[src/rtl/burst_seq_pkg.sv]
package burst_seq_pkg;
  typedef struct packed {
    logic load;
    logic step;
  } seqStrobe_t;
endpackage

[src/rtl/burst_seq_ctrl.sv]
module burst_seq_ctrl
  import burst_seq_pkg::*;
(
  input  logic       procStrobeN,
  input  logic       ctrlStrobeN,
  input  logic       chipEnFirstN,
  input  logic       selValid,
  input  logic       advanceN,
  output seqStrobe_t strobes
);
  logic procHit;
  logic ctrlHit;

  always_comb begin
    // processor strobe is gated by the first chip enable
    procHit = selValid && !procStrobeN && !chipEnFirstN;
    // controller strobe only counts when the processor strobe is idle
    ctrlHit = selValid && !ctrlStrobeN && procStrobeN;
    strobes.load = procHit || ctrlHit;
    strobes.step = !advanceN && !strobes.load;
  end
endmodule

[src/rtl/burst_seq_datapath.sv]
module burst_seq_datapath
  import burst_seq_pkg::*;
#(
  parameter int ADDR_W = 16,
  parameter int CNT_W  = 2
) (
  input  logic              clk,
  input  logic              rstSync,
  input  seqStrobe_t        strobes,
  input  logic              modeInterleave,
  input  logic [ADDR_W-1:0] addrIn,
  output logic [ADDR_W-1:0] arrayAddr
);
  localparam int UPPER_W = ADDR_W - CNT_W;

  logic [UPPER_W-1:0] upperReg;
  logic [CNT_W-1:0]   startLow;
  logic [CNT_W-1:0]   burstPos;
  logic [CNT_W-1:0]   xorLow;
  logic [CNT_W-1:0]   linLow;
  logic [CNT_W-1:0]   outLow;

  always_ff @(posedge clk) begin
    if (rstSync) begin
      upperReg <= '0;
      startLow <= '0;
      burstPos <= '0;
    end else if (strobes.load) begin
      upperReg <= addrIn[ADDR_W-1:CNT_W];
      startLow <= addrIn[CNT_W-1:0];
      burstPos <= '0;
    end else if (strobes.step) begin
      burstPos <= burstPos + CNT_W'(1);
    end
  end

  for (genvar b = 0; b < CNT_W; b++) begin : gXorLane
    assign xorLow[b] = startLow[b] ^ burstPos[b];
  end

  assign linLow = startLow + burstPos;

  always_comb begin
    outLow = modeInterleave ? xorLow : linLow;
  end

  assign arrayAddr = {upperReg, outLow};
endmodule

[src/rtl/burst_addr_seq.sv]
module burst_addr_seq
  import burst_seq_pkg::*;
#(
  parameter int ADDR_W = 16,
  parameter int CNT_W  = 2
) (
  input  logic              clk,
  input  logic              rstSync,
  input  logic              procStrobeN,
  input  logic              ctrlStrobeN,
  input  logic              chipEnFirstN,
  input  logic              selValid,
  input  logic              advanceN,
  input  logic              modeInterleave,
  input  logic [ADDR_W-1:0] addrIn,
  output logic [ADDR_W-1:0] arrayAddr
);
  seqStrobe_t strobes;

  burst_seq_ctrl i_ctrl (
    .procStrobeN (procStrobeN),
    .ctrlStrobeN (ctrlStrobeN),
    .chipEnFirstN(chipEnFirstN),
    .selValid    (selValid),
    .advanceN    (advanceN),
    .strobes     (strobes)
  );

  burst_seq_datapath #(.ADDR_W(ADDR_W), .CNT_W(CNT_W)) i_dp (
    .clk           (clk),
    .rstSync       (rstSync),
    .strobes       (strobes),
    .modeInterleave(modeInterleave),
    .addrIn        (addrIn),
    .arrayAddr     (arrayAddr)
  );
endmodule

[config.mk]
export PLATFORM = sky130hd
export DESIGN_NAME = burst_addr_seq
export DESIGN_NICKNAME = d
export VERILOG_FILES = /design/src/rtl/burst_seq_pkg.sv /design/src/rtl/burst_seq_ctrl.sv /design/src/rtl/burst_seq_datapath.sv /design/src/rtl/burst_addr_seq.sv
export SDC_FILE = /design/constraint.sdc
export NUM_CORES = 1
export LEC_CHECK = 0
export ABC_AREA = 1
export ABC_CLOCK_PERIOD_IN_PS = 1970
export BUFFER_PORTS_ARGS = -buffer_cell sky130_fd_sc_hd__buf_2
export CORE_MARGIN = 3
export CORE_UTILIZATION = 40
export CTS_CLUSTER_SIZE = 24
export DETAILED_ROUTE_END_ITERATION = 8
export PLACE_DENSITY_LB_ADDON = 0.3
export SLEW_MARGIN = 20
export SYNTH_ARGS = -nofsm -noshare
export SYNTH_HDL_FRONTEND = slang
export SYNTH_SLANG_ARGS = --single-unit
[constraint.sdc]
create_clock -name clk -period 1.97 [get_ports clk]
set_input_delay 0.394 -clock clk [delete_from_list [all_inputs] [get_ports clk]]
set_output_delay 0.394 -clock clk [all_outputs]
set_load 0.005 [all_outputs]
==> results of run 1 <==
## layer usage
layer	GRT usage [%]	vias to the layer above
met5	0	-
met4	7.660	0
met3	3.099	5
met2	25.21	26
met1	17.79	392
li1	-	470
## sequential cells by signal, summed over array words and instances (netlist names)
register and cells:
i_dp.burstPos 2, i_dp.upperReg 14, i_dp.startLow 2
## kinds of logic after synthesis
group,Yosys count
buffers and inverters,29
adder cells (fa/ha/maj),1
AO/OA/AOI/OAI,1
XOR/XNOR,4
AND/OR/NAND/NOR,76
flip-flops,18
## Yosys cell counts (all sizes together)
| library cell | n |
|---|---|
| xor2 | 3 |
| clkbuf | 1 |
| ha | 1 |
| o21ai | 1 |
| nand2 | 23 |
| nand4 | 16 |
| inv | 22 |
| xnor2 | 1 |
| buf | 5 |
| nor2 | 37 |
| clkinv | 1 |
| dfxtp | 18 |
## stage by stage
step,util (%),instances
after floorplan,-,129
after global placement,52.97,189
after detailed placement,52.97,189
after CTS,54.76,193
after global routing,54.76,193
final,54.76,193
## worst register-to-register path: stages (launching register included)
cell	delay, ps
dfxtp_1	380
nand2_1	80
xor2_1	130
nor2_1	60
## power breakdown
group          internal [W]  leakage (nW)  total (W)  switching, W
clock network      0.000113        0.0210   0.000236      0.000123
registers          0.000392         0.149   0.000407     0.0000149
logic             0.0000696         0.475   0.000152     0.0000820
total              0.000574         0.645   0.000795      0.000220
## how the worst min path moves through the flow
| stage | startpoint | endpoint | slack (ps) | cells past startpoint |
|---|---|---|---|---|
| floorplan | i_dp.startLow[0] | i_dp.startLow[0] | 460 | 2 |
| global placement | i_dp.upperReg[13] | i_dp.upperReg[13] | 460 | 2 |
| detailed placement | i_dp.upperReg[1] | i_dp.upperReg[1] | 470 | 2 |
| CTS | advanceN | i_dp.burstPos[0] | 370 | 3 |
| global route | advanceN | i_dp.burstPos[0] | 380 | 3 |
| finish | advanceN | i_dp.burstPos[0] | 370 | 3 |
## area by class of cell
class / count / area share (%)
inverters: 23 / 7.797
repair buffers: 39 / 17.63
well taps: 27 / 3.051
multi-input cells: 82 / 35.71
clock buffers: 4 / 3.277
flip-flops and latches: 18 / 32.54
==> impl_results.md, run 1 <==
* Diode count at 0
* Syn nets at 154
* Nets at 192
* Drt first pass iters at 4
* Crit path DAT at 1270 ps
* Worst setup path endpoint: arrayAddr[1]
* Hpwl dp at 1.389 mm
* Syn Inst Count at between 100 and 150
* Metal3 WL at 136 um
* Hold buffer count at cts at 0
* Post-Synth Simple-Gate Area at 38.92%
* Share of cells above drive strength 1 at 27.71%
* Synth Area in Adders at 1.420%
* Status: completed
* Core ar. at 2022 sq um
* Worst path max stage delay at approximately 380 ps
* Max Cap Violations at 0
* GRT Util Overall at 14.99%
* Crit-path max FO at 3
* Hold Crit Class: in2reg
* Synth Area in Compound Gates at 0.5682%
* Worst r2r src: i_dp.burstPos[0]
* Footprint of the multi-input gates at 395.4 sq um
* Reg2Reg Depth at 3
* Worst-case clock buffer depth at 2
* Met2 Routed Length at about 850 um
* Remaining DRCs at 0
* Critical path, cell by cell: ha_1 -> inv_1 -> nor2_1 -> inv_1 -> nand2_1 -> nand2_1 -> inv_1 -> buf_2
* Total Wirelength at roughly 1.9 mm
* First-pass GRT wire length at 3.118 mm
* Avg Vias per Cell at about 4.6
* CP Capture Type: output port
* Initial antenna violation count at 0
* Seq/Total Area, Yosys at roughly two fifths
* H-tree levels at 1
* CP required at ~1600 ps
* Crit Path Class: reg2out
* Final worst setup slack at 308.9 ps
* Final hold viol count at 0
* Share of the synthesized area in the top cell type at between 40 and 50%
* R2R Path End: i_dp.burstPos[1]
* CP max stage cell: dfxtp_1
* P per Cell Area at 717.6 nW/um^2
* DP Area at 1071 sq um
* Final worst path period share at a little over four fifths
* I/O pin count at 40
* Num CTS Buffers at 3
* CP startpoint: i_dp.burstPos[0]
* Synth cell types at 18
* Setup TNS at 0 ps
* Relative slew margins at around two thirds
* Synth Area in XOR/XNOR at between 3 and 4%
* Skew final at 0.5430 ps
* Vias at between 800 and 900
* Sequential cell area at about 360 sq um
* Die H at 52.93 um
* Routed length per instance at 9.788 um
* DIE AREA at 2801 sq um
* Initial Utilization at 43.56%
* Cell family with most CP delay: flip-flops
* Root Buffer: clkbuf_4
* CTS tree: built
* Final Cell Area at 1107 sq um
* Final setup vio count at 0
* Worst Path Buf+Inv at 4
* Vias in the first global route at 787
* Slew @ Worst Pin at 476.6 ps
* Most common cell after layout, fill and taps aside: buf_2
* Final Power at between 0.0007 and 0.0008 W
* Initial DRC count at 11
* Final critical-path required period at between 1500 and 2000 ps
* Worst hold margin at 368.3 ps
* Synthesized area at 880.8 sq um
* Worst R2R Setup Slack at 1220 ps
* RD Place Congestion at ~0.71
* Largest net degree at the start of global routing at 18
* Reg clk slew, reported paths at 100 ps
* Final Max Tran Viols at 0
* Peak supply drop at 0.0003629 V
* Highest metal used: met4
* Most frequent cells in the layout: buf_2, nor2_1, inv_1, nand2_1, dfxtp_1
* CTS resizes at 0
* Lkg Pwr at 0.6450 nW
* Largest family of logic cells by synthesized area: simple AND/OR/NAND/NOR gates
* RSZ-0062 raised after global routing: false
* Largest cells by area after synthesis: dfxtp_1, nor2_1, nand4_1
* M1 WL at 863 um
* Die W at 52.93 um
* # rows at 16
* Clock sinks at 18
* Grt total ovfl at 0
* Post-synthesis mux area share at 0%
* Post-CTS setup buffers at 0
* Cell taking the most area after synthesis: dfxtp_1
* Port buffer count at 39
* Worst slack, placed at 613.7 ps
* Cell mode on critical path: inv_1
* Yosys warns at 0
* Max frequency at ~600 MHz
* Startpoint type of the worst setup path: flop
* Total stage count of the critical path at 8
* # fillers at 220
* Worst-Skew Late Latency at ~300 ps
* Final ANT Viol Nets at 0
* Post-Syn Area per Cell at 6.828 sq um
* Synth Register Bits at 18
* Area Growth Syn to Fin at 25.71%
No activity file was read; power rests on OpenSTA's default activity.
==> inputs of run 2 (changes only) <==
--- a/config.mk
+++ b/config.mk
@@ -6,7 +6,7 @@
 export NUM_CORES = 1
 export LEC_CHECK = 0
 export ABC_AREA = 1
-export ABC_CLOCK_PERIOD_IN_PS = 1970
+export ABC_CLOCK_PERIOD_IN_PS = 1700
 export BUFFER_PORTS_ARGS = -buffer_cell sky130_fd_sc_hd__buf_2
 export CORE_MARGIN = 3
 export CORE_UTILIZATION = 40
==> constraint.sdc (replaced) <==
create_clock -name clk -period 1.7 [get_ports clk]
set_input_delay 0.34 -clock clk [delete_from_list [all_inputs] [get_ports clk]]
set_output_delay 0.34 -clock clk [all_outputs]
set_load 0.005 [all_outputs]
==> impl_results.md, run 2 (synthesized netlist as in run 1, its figures left out) <==
* Die H at 52.93 um
* Die W at 52.93 um
* Reg clk slew, reported paths at 100 ps
* I/O pin count at 40
* Nets at 192
* Vias in the first global route at 711
* CP max stage cell: dfxtp_1
* CP Capture Type: output port
* Core ar. at 2022 sq um
* Status: completed
* Final critical-path required period at 1593 ps
* Clock sinks at 18
* Dpl cells at 189
* Initial DRC count at 14
* Initial Utilization at 43.56%
* Cell family with most CP delay: flip-flops
* Max reg flops at 14
* Share of cells above drive strength 1 at between 20% and 30%
* Hold buffer count at cts at 0
* Port buffer count at 39
* Final hold viol count at 0
* Max Cap Violations at 0
* First-pass GRT wire length at a little under 3 mm
* Final Max Tran Viols at 0
* Seq pwr share at 51.6%
* Root Buffer: clkbuf_4
* CTS tree: built
* Cell mode on critical path: inv_1
* Hpwl dp at roughly 1.4 mm
* Layout Cells excl Fill at about 190
* Worst-case clock buffer depth at 2
* NetSw at roughly 0.00025 W
* Most frequent cells in the layout: buf_2, nor2_1, inv_1, nand2_1, dfxtp_1
* # rows at 16
* Startpoint type of the worst setup path: flop
* Worst Path Buf+Inv at 4
* Total Wirelength at 1.872 mm
* Crit Path Class: reg2out
* Most common cell after layout, fill and taps aside: buf_2
* Clk network pwr share at between 20% and 30%
* DIE AREA at approximately 2800 sq um
* Diode count at 0
* Comb pwr share at 19.2%
* Final setup vio count at 0
* Hold depth at 3
* Worst-Skew Late Latency at approximately 300 ps
* Remaining DRCs at 0
* CP required at around 1400 ps
* GRT Util Overall at between 10 and 15%
* Num CTS Buffers at 3
* Skew final at 0.1937 ps
* Power Internal at 0.0006659 W
* Final worst path period share at around 94%
* Biggest register: i_dp.upperReg
* H-tree levels at 1
* Final ANT Viol Nets at 0
* Area Growth Syn to Fin at 25.85%
* Largest net degree at the start of global routing at 18
* Initial antenna violation count at 0
* Peak supply drop at 0.0008176 V
* CTS resizes at 0
* Post-CTS setup buffers at 0
* Max frequency at 627.9 MHz
* Sw Share at 27.33%
* Layout Utilization at a little over half
* Total stage count of the critical path at 8
* Lkg Pwr at 0.6453 nW
* Hold Crit Class: in2reg
* Slew @ Worst Pin at 478.7 ps
* Top Registers: i_dp.upperReg x14, i_dp.burstPos x2, i_dp.startLow x2
* RD Place Congestion at 0.7114
* Worst path max stage delay at 370 ps
* Routed length per instance at about 9.7 um
* Drt first pass iters at 4
* P per Cell Area at roughly 830 nW/um^2
* Crit path DAT at 1250 ps
* Avg Vias per Cell at 4.601
* Reg2Reg Depth at 2
* RSZ-0062 raised after global routing: false
* # fillers at 213
* Critical path, cell by cell: ha_1 -> inv_1 -> nor2_1 -> inv_1 -> nand2_1 -> nand2_1 -> inv_1 -> buf_2
* Final Cell Area at about 1100 sq um
* Crit-path max FO at 2
* Relative slew margins at 68.01%
* Vias at 888
* DP Area at 1071 sq um
* Setup TNS at 0 ps
* Grt total ovfl at 0
[run 2: cell type report]
cell class | count | area (sq um) | share of cell area (%)
clock buffers | 4 | 36.28 | 3.273
well taps | 27 | 33.78 | 3.047
inverters | 23 | 86.33 | 7.788
repair buffers | 39 | 195.2 | 17.61
multi-input cells | 82 | 395.4 | 35.67
flip-flops and latches | 18 | 361.6 | 32.62
[run 2: worst min-delay path: cells and delay by family]
| family | cells | cell delay, ps |
|---|---|---|
| xor+xnor | 1 | 60 |
| buf+inv | 1 | 100 |
| simple gates | 1 | 90 |
[run 2: path summary, 6_finish.rpt]
check | endpoint | start | slack (ps)
hold / removal | i_dp.burstPos[0] | advanceN | 310
setup / recovery | arrayAddr[1] | i_dp.startLow[0] | 110
hold reg to reg | i_dp.upperReg[5] | i_dp.upperReg[5] | 480
setup reg to reg | i_dp.burstPos[1] | i_dp.burstPos[1] | 970
[run 2: layer usage]
metal	global-route usage, %	part of all wire (%)
met4	2.553	0.64
met3	6.197	9.4
met2	21.90	47
met5	0	0
met1	18.13	43
[run 2: power by group through the flow]
| stage | Clock, W | Sequential [W] | Combinational (W) |
|---|---|---|---|
| after floorplan | 0 | 0.000483 | 0.000108 |
| after global placement | 0 | 0.000480 | 0.000175 |
| after detailed placement | 0 | 0.000482 | 0.000177 |
| after CTS | 0.000276 | 0.000473 | 0.000178 |
| after global routing | 0.000286 | 0.000476 | 0.000202 |
| final | 0.000268 | 0.000473 | 0.000175 |
[run 2: per-stage QoR]
step / power (W) / hold slack [ps] / worst slack [ps]
after detailed placement: 0.0006593 / 465.8 / 382.7
after global placement: 0.0006552 / 459.5 / 413.4
after floorplan: 0.0005914 / 459.2 / 552.7
final: 0.0009163 / 314.5 / 107.3
after global routing: 0.0009635 / 325.0 / 9.843
after CTS: 0.0009266 / 314.2 / 61.02
==> inputs of run 3 (changes only) <==
--- a/config.mk
+++ b/config.mk
@@ -5,13 +5,13 @@
 export SDC_FILE = /design/constraint.sdc
 export NUM_CORES = 1
 export LEC_CHECK = 0
-export ABC_AREA = 1
 export ABC_CLOCK_PERIOD_IN_PS = 1700
 export BUFFER_PORTS_ARGS = -buffer_cell sky130_fd_sc_hd__buf_2
 export CORE_MARGIN = 3
 export CORE_UTILIZATION = 40
 export CTS_CLUSTER_SIZE = 24
 export DETAILED_ROUTE_END_ITERATION = 8
+export GPL_ROUTABILITY_DRIVEN = 0
 export PLACE_DENSITY_LB_ADDON = 0.3
 export SLEW_MARGIN = 20
 export SYNTH_ARGS = -nofsm -noshare
==> impl_results.md, run 3 <==
* Top Registers: i_dp.upperReg x14, i_dp.burstPos x2, i_dp.startLow x2
* Yosys warns at 0
* Relative slew margins at between 70 and 80%
* Worst r2r src: i_dp.burstPos[0]
* Most common cell in the netlist: dfxtp_1
* Routed length per instance at 11.93 um
* Final worst setup slack at 172.3 ps
* Synth cell types at 17
* H-tree levels at 1
* Remaining DRCs at 0
* Synthesized area at 864.6 sq um
* Worst-case clock buffer depth at 2
* Total Wirelength at 1.778 mm
* Nets at around 150
* Drt first pass iters at 4
* Max frequency at 654.6 MHz
* Power Internal at 0.0006493 W
* Post-Syn Area per Cell at 10.17 sq um
* Final Cell Area at 1095 sq um
* Skew final at 4.301 ps
* Final worst path period share at 89.86%
* Core ar. at about 2000 sq um
* Crit path DAT at between 1000 and 1500 ps
* CTS tree: built
* Reg clk slew, reported paths at 110 ps
* Syn Inst Count at 85
* Hpwl dp at 1.259 mm
* WHS Endpoint: i_dp.upperReg[8]
* DP Area at 1059 sq um
* Num CTS Buffers at 3
* Synth cell count leaders: dfxtp_1, nand2b_1, nand4b_1
* Diode count at 0
* Final setup vio count at 0
* Vias at 734
* Share of the synthesized area in the top cell type at 41.68%
* Reg2Reg Depth at 3
* Post-synth EDFFs at 0
* Status: completed
* Crit Path Class: reg2out
* Synth Register Bits at 18
* Area Growth Syn to Fin at 26.63%
* CTS resizes at 0
* Max reg flops at 14
* Syn nets at 110
* Seq/Total Area, Yosys at 41.68%
* Setup TNS at 0 ps
* Prevailing post-synth register cell: dfxtp_1
* # rows at 16
* Die H at around 52 um
* Seq pwr share at around 53%
* I/O pin count at 40
* Die W at 52.49 um
* P per Cell Area at 788.5 nW/um^2
* Comb pwr share at 16.6%
* Synth async-reset ratio at 0%
* CP Capture Type: output port
* Startpoint type of the worst setup path: flop
* First-pass GRT wire length at 2.787 mm
* Hold path startpoint: addrIn[10]
* Final Max Tran Viols at 0
* CP required at 1360 ps
* Final hold viol count at 0
* Initial antenna violation count at 0
* Peak supply drop at approximately 0.00047 V
* Post-CTS setup buffers at 0
* GRT Util Overall at a little over an eighth
* Most common cell after layout, fill and taps aside: buf_2
* R2R Path End: i_dp.burstPos[1]
* Slew @ Worst Pin at approximately 420 ps
* Clk network pwr share at 30.4%
* RSZ-0062 raised after global routing: false
* DIE AREA at approximately 2800 sq um
* Grt total ovfl at 0
* Avg Vias per Cell at 4.926
* Worst-Skew Late Latency at approximately 290 ps
* Worst hold margin at 308.2 ps
* Root Buffer: clkbuf_4
* Hold Crit Class: in2reg
* Clock sinks at 18
* Sw Share at 24.78%
* Cell taking the most area after synthesis: dfxtp_1
* Port buffer count at 39
* Final ANT Viol Nets at 0
* Worst slack, placed at 402.2 ps
* Max Cap Violations at 0
* Most frequent cells in the layout: buf_2, dfxtp_1, nand2b_1, nand4b_1, o21ai_2
* Hold buffer count at cts at 0
* Worst R2R Setup Slack at 780 ps
* Largest cells by area after synthesis: dfxtp_1, nand4b_1, nand2b_1
* Lkg Pwr at 0.4692 nW
* Hold depth at 3
* Vias in the first global route at approximately 640
* Layout Utilization at 54.69%
* NetSw at ~0.00021 W
* Share of cells above drive strength 1 at between 40% and 50%
* Initial DRC count at 7
* Crit-path max FO at 3
* Initial Utilization at between 40 and 50%
* Largest net degree at the start of global routing at 35
* Final critical-path required period at 1528 ps
* Biggest register: i_dp.upperReg
[run 3: changes by cell type in the layout (fill, tap and decap cells not counted), sizes merged, moves of 15 or more]
cell    before  now
o21ai        1   16
nand2b       0   16
nand4b       0   16
inv         22    0
nand4       16    0
nor2        37    0
nand2       23    0
[run 3: worst max path at each step]
stage	slack, ps	endpoint	start
3_5_place_dp	400	i_dp.upperReg[11]	procStrobeN
6_report	170	arrayAddr[1]	i_dp.burstPos[0]
5_1_grt	90	arrayAddr[1]	i_dp.burstPos[0]
3_3_place_gp	420	i_dp.burstPos[0]	procStrobeN
4_1_cts	150	arrayAddr[1]	i_dp.burstPos[0]
2_1_floorplan	420	i_dp.startLow[1]	procStrobeN
[run 3: logic make-up (layout without fill, tap and decap cells)]
kind of cell | Yosys count | after routing | synth area share (%)
buffers and inverters | 8 | 45 | 5.787
xor gates and xnor gates | 3 | 3 | 3.040
adders and majority gates | 1 | 1 | 1.447
and+or+nand+nor | 38 | 38 | 33.29
AOI/OAI and AO/OA | 16 | 16 | 13.17
DFF | 18 | 18 | 41.68
muxes | 1 | 1 | 1.592
[run 3: power groups by stage]
stage	sequential, W	combinational, W	clock, W
floorplan	0.000468	0.0000869	0
global placement	0.000467	0.000143	0
detailed placement	0.000467	0.000145	0
CTS	0.000457	0.000146	0.000271
global route	0.000460	0.000159	0.000294
finish	0.000457	0.000143	0.000263
[run 3: layout make-up]
class / count / area (sq um)
tap: 27 / 33.78
sequential: 18 / 360.3
fill: 207 / 907.1
multi-input combinational: 59 / 454.2
clock buffer: 4 / 36.28
timing repair buffer: 41 / 210.2
[run 3: through the flow]
step,cells,power (W)
after global placement,145,0.0006092
after global routing,149,0.0009132
after floorplan,85,0.0005553
final,149,0.0008632
after detailed placement,145,0.0006122
after CTS,149,0.0008738
[run 3: metal layers]
metal	track usage [%]	routed length [um]	vias to the layer above	share of wire, %
met3	3.989	129	2	7.3
met2	21.90	860	17	48
met4	6.383	12	0	0.67
met5	0	0	-	0
met1	16.64	776	336	44
li1	-	-	379	-
[run 3: worst max-delay path, stage by stage (launching register included)]
cell     delay, ps
dfxtp_1        360
ha_1           140
nor2b_1        150
xnor2_1        120
buf_2          120
